$ cat src/rtl/mac9_pkg.sv
package mac9_pkg;

  localparam int unsigned DEF_DATA_W = 5;
  localparam int unsigned DEF_COEF_W = 3;
  localparam int unsigned DEF_WINDOW = 9;
  localparam int unsigned DEF_ADDR_W = 8;

  // Width needed to hold a phase index 0..n-1 (at least one bit)
  function automatic int unsigned idx_width(input int unsigned n);
    int unsigned w;
    w = 1;
    while ((1 << w) < n) w++;
    return w;
  endfunction

endpackage

$ cat src/rtl/mac_rst_sync.sv
module mac_rst_sync #(
  parameter int unsigned STAGES = 2
) (
  input  logic clk,
  input  logic rst_n,
  output logic rst_sync_n
);

  logic [STAGES-1:0] chain_q;
  logic [STAGES-1:0] chain_d;

  always_comb begin
    chain_d = {chain_q[STAGES-2:0], 1'b1};
  end

  always_ff @(posedge clk or negedge rst_n) begin
    if (!rst_n) chain_q <= '0;
    else        chain_q <= chain_d;
  end

  assign rst_sync_n = chain_q[STAGES-1];

endmodule

$ cat src/rtl/mac_mult.sv
module mac_mult #(
  parameter int unsigned DATA_W = 5,
  parameter int unsigned COEF_W = 3,
  parameter int unsigned PROD_W = DATA_W + COEF_W
) (
  input  logic [DATA_W-1:0] data_i,
  input  logic [COEF_W-1:0] coef_i,
  output logic [PROD_W-1:0] prod_o
);

  localparam int unsigned DPAD = PROD_W - DATA_W;
  localparam int unsigned CPAD = PROD_W - COEF_W;

  logic signed [PROD_W-1:0] data_ext;
  logic signed [PROD_W-1:0] coef_ext;
  logic signed [PROD_W-1:0] prod_full;

  // Both operands widened with their sign bit before the multiply
  always_comb begin
    data_ext  = {{DPAD{data_i[DATA_W-1]}}, data_i};
    coef_ext  = {{CPAD{coef_i[COEF_W-1]}}, coef_i};
    prod_full = data_ext * coef_ext;
  end

  assign prod_o = prod_full;

endmodule

$ cat src/rtl/mac_phase_ctr.sv
module mac_phase_ctr #(
  parameter int unsigned WINDOW = 9,
  parameter int unsigned CNT_W  = 4,
  parameter int unsigned ADDR_W = 8
) (
  input  logic              clk,
  input  logic              rst_n,
  output logic [CNT_W-1:0]  phase_o,
  output logic              close_o,
  output logic              valid_o,
  output logic [ADDR_W-1:0] addr_o
);

  localparam logic [CNT_W-1:0] LAST_PH = CNT_W'(WINDOW - 1);
  localparam logic [CNT_W-1:0] PRE_PH  = CNT_W'(WINDOW - 2);

  logic [CNT_W-1:0]  phase_q, phase_d;
  logic              valid_q, valid_d;
  logic [ADDR_W-1:0] addr_q,  addr_d;
  logic              close_w;

  // Next-state logic
  always_comb begin
    close_w = (phase_q == LAST_PH);
    phase_d = close_w ? '0 : phase_q + 1'b1;
    valid_d = (phase_q == PRE_PH);
    addr_d  = close_w ? addr_q + 1'b1 : addr_q;
  end

  // Registers
  always_ff @(posedge clk or negedge rst_n) begin
    if (!rst_n) begin
      phase_q <= '0;
      valid_q <= 1'b0;
      addr_q  <= '0;
    end else begin
      phase_q <= phase_d;
      valid_q <= valid_d;
      addr_q  <= addr_d;
    end
  end

  assign phase_o = phase_q;
  assign close_o = close_w;
  assign valid_o = valid_q;
  assign addr_o  = addr_q;

  AST_PHASE_RANGE: assert property (@(posedge clk) disable iff (!rst_n)
    phase_q <= LAST_PH);
  AST_PHASE_WRAP: assert property (@(posedge clk) disable iff (!rst_n)
    (phase_q == LAST_PH) |=> (phase_q == '0));
  AST_STROBE_ALIGN: assert property (@(posedge clk) disable iff (!rst_n)
    (phase_q == PRE_PH) |=> valid_q);
  AST_STROBE_SINGLE: assert property (@(posedge clk) disable iff (!rst_n)
    valid_q |=> !valid_q);
  AST_ADDR_STEP: assert property (@(posedge clk) disable iff (!rst_n)
    (phase_q == LAST_PH) |=> (addr_q == $past(addr_q) + 1'b1));
  AST_ADDR_HOLD: assert property (@(posedge clk) disable iff (!rst_n)
    (phase_q != LAST_PH) |=> $stable(addr_q));

endmodule

$ cat src/rtl/mac_accum.sv
module mac_accum #(
  parameter int unsigned PROD_W = 8,
  parameter int unsigned SUM_W  = 12
) (
  input  logic              clk,
  input  logic              rst_n,
  input  logic              restart_i,
  input  logic [PROD_W-1:0] prod_i,
  output logic [SUM_W-1:0]  sum_o
);

  localparam int unsigned SPAD = SUM_W - PROD_W;

  logic [SUM_W-1:0] sum_q, sum_d;
  logic [SUM_W-1:0] prod_ext;

  // Closing edge reloads with the current product, otherwise accumulate
  always_comb begin
    prod_ext = {{SPAD{prod_i[PROD_W-1]}}, prod_i};
    sum_d    = restart_i ? prod_ext : sum_q + prod_ext;
  end

  always_ff @(posedge clk or negedge rst_n) begin
    if (!rst_n) sum_q <= '0;
    else        sum_q <= sum_d;
  end

  assign sum_o = sum_q;

  AST_RELOAD_ON_CLOSE: assert property (@(posedge clk) disable iff (!rst_n)
    restart_i |=> (sum_q == {{SPAD{$past(prod_i[PROD_W-1])}}, $past(prod_i)}));

endmodule

$ cat src/rtl/mac_window_acc.sv
module mac_window_acc #(
  parameter int unsigned DATA_W = mac9_pkg::DEF_DATA_W,
  parameter int unsigned COEF_W = mac9_pkg::DEF_COEF_W,
  parameter int unsigned WINDOW = mac9_pkg::DEF_WINDOW,
  parameter int unsigned ADDR_W = mac9_pkg::DEF_ADDR_W,
  localparam int unsigned PROD_W = DATA_W + COEF_W,
  localparam int unsigned CNT_W  = mac9_pkg::idx_width(WINDOW),
  localparam int unsigned SUM_W  = PROD_W + CNT_W
) (
  input  logic              clk,
  input  logic              rst_n,
  input  logic [DATA_W-1:0] data_in,
  input  logic [COEF_W-1:0] coef_in,
  output logic [SUM_W-1:0]  result,
  output logic              result_valid,
  output logic [ADDR_W-1:0] wr_addr
);

  logic              rst_core_n;
  logic [PROD_W-1:0] prod;
  logic [CNT_W-1:0]  phase;
  logic              close_win;

  mac_rst_sync #(.STAGES(2)) u_rst (
    .clk        (clk),
    .rst_n      (rst_n),
    .rst_sync_n (rst_core_n)
  );

  mac_mult #(.DATA_W(DATA_W), .COEF_W(COEF_W), .PROD_W(PROD_W)) u_mult (
    .data_i (data_in),
    .coef_i (coef_in),
    .prod_o (prod)
  );

  mac_phase_ctr #(.WINDOW(WINDOW), .CNT_W(CNT_W), .ADDR_W(ADDR_W)) u_ctr (
    .clk     (clk),
    .rst_n   (rst_core_n),
    .phase_o (phase),
    .close_o (close_win),
    .valid_o (result_valid),
    .addr_o  (wr_addr)
  );

  mac_accum #(.PROD_W(PROD_W), .SUM_W(SUM_W)) u_acc (
    .clk       (clk),
    .rst_n     (rst_core_n),
    .restart_i (close_win),
    .prod_i    (prod),
    .sum_o     (result)
  );

  AST_RESET_CLEAR: assert property (@(posedge clk)
    !rst_n |-> (!result_valid && result == '0 && wr_addr == '0));
  AST_FIRST_PHASE: assert property (@(posedge clk) disable iff (!rst_core_n)
    $rose(rst_core_n) |-> (phase == '0));

endmodule

$ cat config.mk
export PLATFORM = sky130hd
export DESIGN_NAME = mac_window_acc
export DESIGN_NICKNAME = d
export VERILOG_FILES = /design/src/rtl/mac9_pkg.sv /design/src/rtl/mac_rst_sync.sv /design/src/rtl/mac_mult.sv /design/src/rtl/mac_phase_ctr.sv /design/src/rtl/mac_accum.sv /design/src/rtl/mac_window_acc.sv
export SDC_FILE = /design/constraint.sdc
export NUM_CORES = 1
export LEC_CHECK = 0
export BUFFER_PORTS_ARGS = -buffer_cell sky130_fd_sc_hd__buf_2
export CAP_MARGIN = 40
export CORE_MARGIN = 2
export CORE_UTILIZATION = 25
export DETAILED_ROUTE_END_ITERATION = 6
export PLACE_DENSITY = 0.44
export RECOVER_POWER = 25
export REMOVE_ABC_BUFFERS = 1
export SETUP_SLACK_MARGIN = 0.05
export SLEW_MARGIN = 20
export SYNTH_ARGS = -nofsm -noshare
export SYNTH_HDL_FRONTEND = slang
export SYNTH_SLANG_ARGS = --single-unit
$ cat constraint.sdc
create_clock -name clk -period 1 [get_ports clk]
set_clock_uncertainty 0.1 [all_clocks]
set_input_delay 0.05 -clock clk [delete_from_list [all_inputs] [get_ports clk]]
set_output_delay 0.05 -clock clk [all_outputs]
set_load 0.05 [all_outputs]
==> summary.txt <==
=================================================================================
Filler cell count in the final layout ..............................          697
Endpoint class of the critical path ................................         flop
Area occupied by multi-input gates .................................    1689 um^2
Adder and majority cell fraction of the synthesized area ...........       0.2391
Via count of the first global-routing pass .........................         1971
Average detailed-routed wire length per instance ...................     13.10 um
Worst stage delay on the critical path .............................      0.57 ns
Multiplexer share of the synthesized area ..........................            0
Starting DRC count in detailed routing .............................           29
Sequential-to-total area share from yosys stat .....................       0.3470
Critical path peak fanout ..........................................            5
Largest area contributor in the netlist ............................ sky130_fd_sc_hd__dfrtp_1
Area growth from synthesis to final layout .........................       95.63%
Number of vias per cell ............................................        4.448
Max-capacitance violation count ....................................            0
Fin. Hold Viols ....................................................            0
Power per Cell Area ................................................ 2777 nW/um^2
H-tree depth reported by CTS .......................................            1
Final number of max-transition violations ..........................            0
Sort of element at the start of the critical path .................. primary input
Total congestion overflow ..........................................            0
Post-route worst setup slack .......................................    -2.337 ns
Utilization of the core after routing ..............................       0.4980
TritonCTS Buffers ..................................................            3
Compound-gate portion of the synthesized area ......................       0.1356
Starting density of the core .......................................       0.2546
Maximum clock path buffer count ....................................            2
Shortest period the worst path allows ..............................     3.337 ns
Failing checks ..................................................... setup timing
Clock tree from TritonCTS ..........................................         done
GRT Overall Usage ..................................................       0.1319
Clock slew seen by the registers of the worst setup and hold paths .      0.10 ns
I/O Pins ...........................................................           31
Standard-cell rows .................................................           32
Final estimated routing congestion in global placement .............       0.8425
Worst Path Required ................................................      1.09 ns
Total iterations of the first detailed-routing run .................            4
Yosys synthesis warning count ......................................            0
Floorplan die width ................................................     92.25 um
CTS Root Cell ...................................................... sky130_fd_sc_hd__clkbuf_8
Unrepaired setup endpoints after global routing ....................          yes
Number of register bits inferred by synthesis ......................           27
Setup TNS ..........................................................    -25.31 ns
Register Area ......................................................   678.2 um^2
Tightest Hold Check Type ........................................... primary input to flop
DP HPWL ............................................................     3.480 mm
Post-DRT Antenna Nets ..............................................            0
Setup Viol. Count Final ............................................           42
FMAX ...............................................................    299.7 MHz
Routed vias ........................................................         1877
Arrival time reported for the critical path endpoint ...............      3.43 ns
Antenna violations before repair ...................................            0
Top-area cell type share of the netlist area .......................       0.3470
Flip-flop cell with the highest count after synthesis .............. sky130_fd_sc_hd__dfrtp_1
Dpl ws .............................................................    -2.994 ns
Share of synthesized flip-flops with an asynchronous set or reset ..        1.000
Number of enable-type register cells in the synthesized netlist ....            0
Post-synthesis cell count ..........................................          199
Actual transition at the worst max-transition pin ..................    0.6219 ns
Wire length of the first global-routing pass .......................     9.052 mm
VDD IR max .........................................................     1.696 mV
Number of sinks driven by the clock tree ...........................           27
Number of port buffers .............................................           30
Layout Nets ........................................................          364
Clock latency of the later-clocked register in the worst-skew pair .      0.28 ns
Xor and xnor fraction of the mapped netlist area ...................      0.09447
Run status ......................................................... finished with violations
Post-route fraction of the period consumed by the critical path ....        3.337
Critical setup path kind ........................................... primary input to flop
Total wire length ..................................................     5.529 mm
Pin count of the biggest net entering global routing ...............           26
Most frequently used cell type in the post-synthesis netlist ....... sky130_fd_sc_hd__dfrtp_1
Die Outline Area ...................................................    8509 um^2
Core region area ...................................................    7647 um^2
Cell types with the largest area share after synthesis ............. sky130_fd_sc_hd__dfrtp_1 35%, sky130_fd_sc_hd__ha_1 17%, sky130_fd_sc_hd__fa_1 7.2%, sky130_fd_sc_hd__xnor2_1 5.4%, sky130_fd_sc_hd__nand2_1 4.4%
Series of cell instances along the critical path ................... buf_6 > nand2b_4 > fa_1 > fa_2 > inv_2 > ha_4 > fa_2 > a21o_1 > a21oi_4 > xnor2_4 > ha_4 > buf_6 > a21boi_1 > o21a_1 > o31a_1 > o31ai_2
DRC errors left ....................................................            0
Netlist Area Pre-Place .............................................    1947 um^2
Number of distinct library cells after synthesis ...................           35
Height of the die ..................................................     92.25 um
Slew headroom ......................................................       0.5854
Post-synthesis simple-gate area fraction ...........................       0.1568
Power, Total .......................................................     10.58 mW
Fraction of final layout cells sized beyond drive strength 1 .......       0.6094
Main combinational cell family by area after synthesis .............  adder cells
Per-instance average area after synthesis ..........................   9.783 um^2
Slowest CP cell .................................................... sky130_fd_sc_hd__fa_1
Top post-synthesis cells by count .................................. 27 x sky130_fd_sc_hd__dfrtp_1, 26 x sky130_fd_sc_hd__ha_1, 23 x sky130_fd_sc_hd__nand2_1, 14 x sky130_fd_sc_hd__a21oi_1, 12 x sky130_fd_sc_hd__xnor2_1
Leakage Power ......................................................     1.727 nW
Inserted Diodes ....................................................            0
=================================================================================
routing by layer:
| metal | track usage | part of all wire | wire length [um] |
|---|---|---|---|
| met1 | 0.1681 | 0.44 | 2412 |
| met2 | 0.2335 | 0.53 | 2944 |
| met3 | 0.02794 | 0.027 | 148 |
| met4 | 0.02114 | 0.0043 | 24 |
| met5 | 0 | 0 | 0 |
through the flow:
stage	cells	instance area [um^2]	hold slack [ns]
after floorplan	196	1928	-0.3456
after global placement	382	2624	-0.2634
after detailed placement	382	2624	-0.2613
after CTS	407	3458	0.1219
after global routing	422	3809	0.1649
final	422	3809	0.1549
critical path: cells and delay by family:
kind | cells | cell delay, ns
AO/OA/AOI/OAI | 6 | 1.22
XOR/XNOR | 1 | 0.19
AND/OR/NAND/NOR | 1 | 0.13
adder cells (fa/ha/maj) | 5 | 1.56
buffers and inverters | 3 | 0.25
sequential cells by signal, summed over array words and instances (netlist names):
name / flops
u_ctr.valid_o: 1
u_rst.chain_q: 2
u_ctr.phase_o: 4
u_acc.sum_o: 12
u_ctr.addr_o: 8
final timing paths:
kind                       cells past startpoint  slack (ns)               to        startpoint
setup reg to reg                               7       -1.26  u_acc.sum_o[10]    u_acc.sum_o[0]
hold reg to reg                                1        0.25  u_ctr.addr_o[2]  u_rst.chain_q[1]
min in group asynchronous                      1        0.25  u_ctr.addr_o[2]  u_rst.chain_q[1]
hold / removal                                 5        0.15   u_acc.sum_o[0]        data_in[0]
max in group asynchronous                      1        0.11  u_acc.sum_o[11]  u_rst.chain_q[1]
setup / recovery                              16       -2.34  u_acc.sum_o[10]        data_in[0]
power by group:
group / internal (mW) / switching (mW) / leakage, nW / total [mW]
combinational: 4.46 / 3.78 / 1.38 / 8.23
clock: 0.287 / 0.368 / 0.0228 / 0.655
sequential: 1.39 / 0.298 / 0.324 / 1.69
placed cells by master, fill, tap and decap left out, types with 4 or more instances in the layout:
cell type                  n
sky130_fd_sc_hd__inv_2     4
sky130_fd_sc_hd__xnor2_1  10
sky130_fd_sc_hd__ha_1     10
sky130_fd_sc_hd__nand2_2   8
sky130_fd_sc_hd__fa_1      5
sky130_fd_sc_hd__buf_6    48
sky130_fd_sc_hd__buf_8    16
sky130_fd_sc_hd__dfrtp_1  25
sky130_fd_sc_hd__nand2_1  12
sky130_fd_sc_hd__nand3_2   4
sky130_fd_sc_hd__a21oi_2   7
sky130_fd_sc_hd__xor2_1    6
sky130_fd_sc_hd__and2_1    7
sky130_fd_sc_hd__nor2_1    5
sky130_fd_sc_hd__buf_2     6
sky130_fd_sc_hd__buf_4    45
sky130_fd_sc_hd__a21o_1    4
sky130_fd_sc_hd__nor2_2    4
sky130_fd_sc_hd__o21ai_1   8
sky130_fd_sc_hd__ha_4     15
sky130_fd_sc_hd__a21oi_4   4
area by class of cell:
type,count,area share
Tap cell,102,0.03351
Clock buffer,4,0.01183
Sequential cell,27,0.1781
Timing Repair Buffer,120,0.3246
Multi-Input combinational cell,161,0.4435
Inverter,8,0.008541
logic make-up after synthesis:
group | after synthesis
buffers and inverters | 11
adders and majority gates | 33
DFF | 27
and+or+nand+nor | 63
xor gates and xnor gates | 21
AOI/OAI and AO/OA | 43
other | 1
what timing repair did:
| item | in CTS | in global routing |
|---|---|---|
| setup endpoints to repair | 45 | 45 |
| gates cloned | 2 | 0 |
| endpoints found under the hold margin | 2 | 0 |
| buffers inserted | 24 | 21 |
| pin swaps | 44 | 34 |
| hold buffers | 2 | 0 |
| resized for setup | 157 | 53 |
Note: power is estimated with default switching activity, not from simulation.
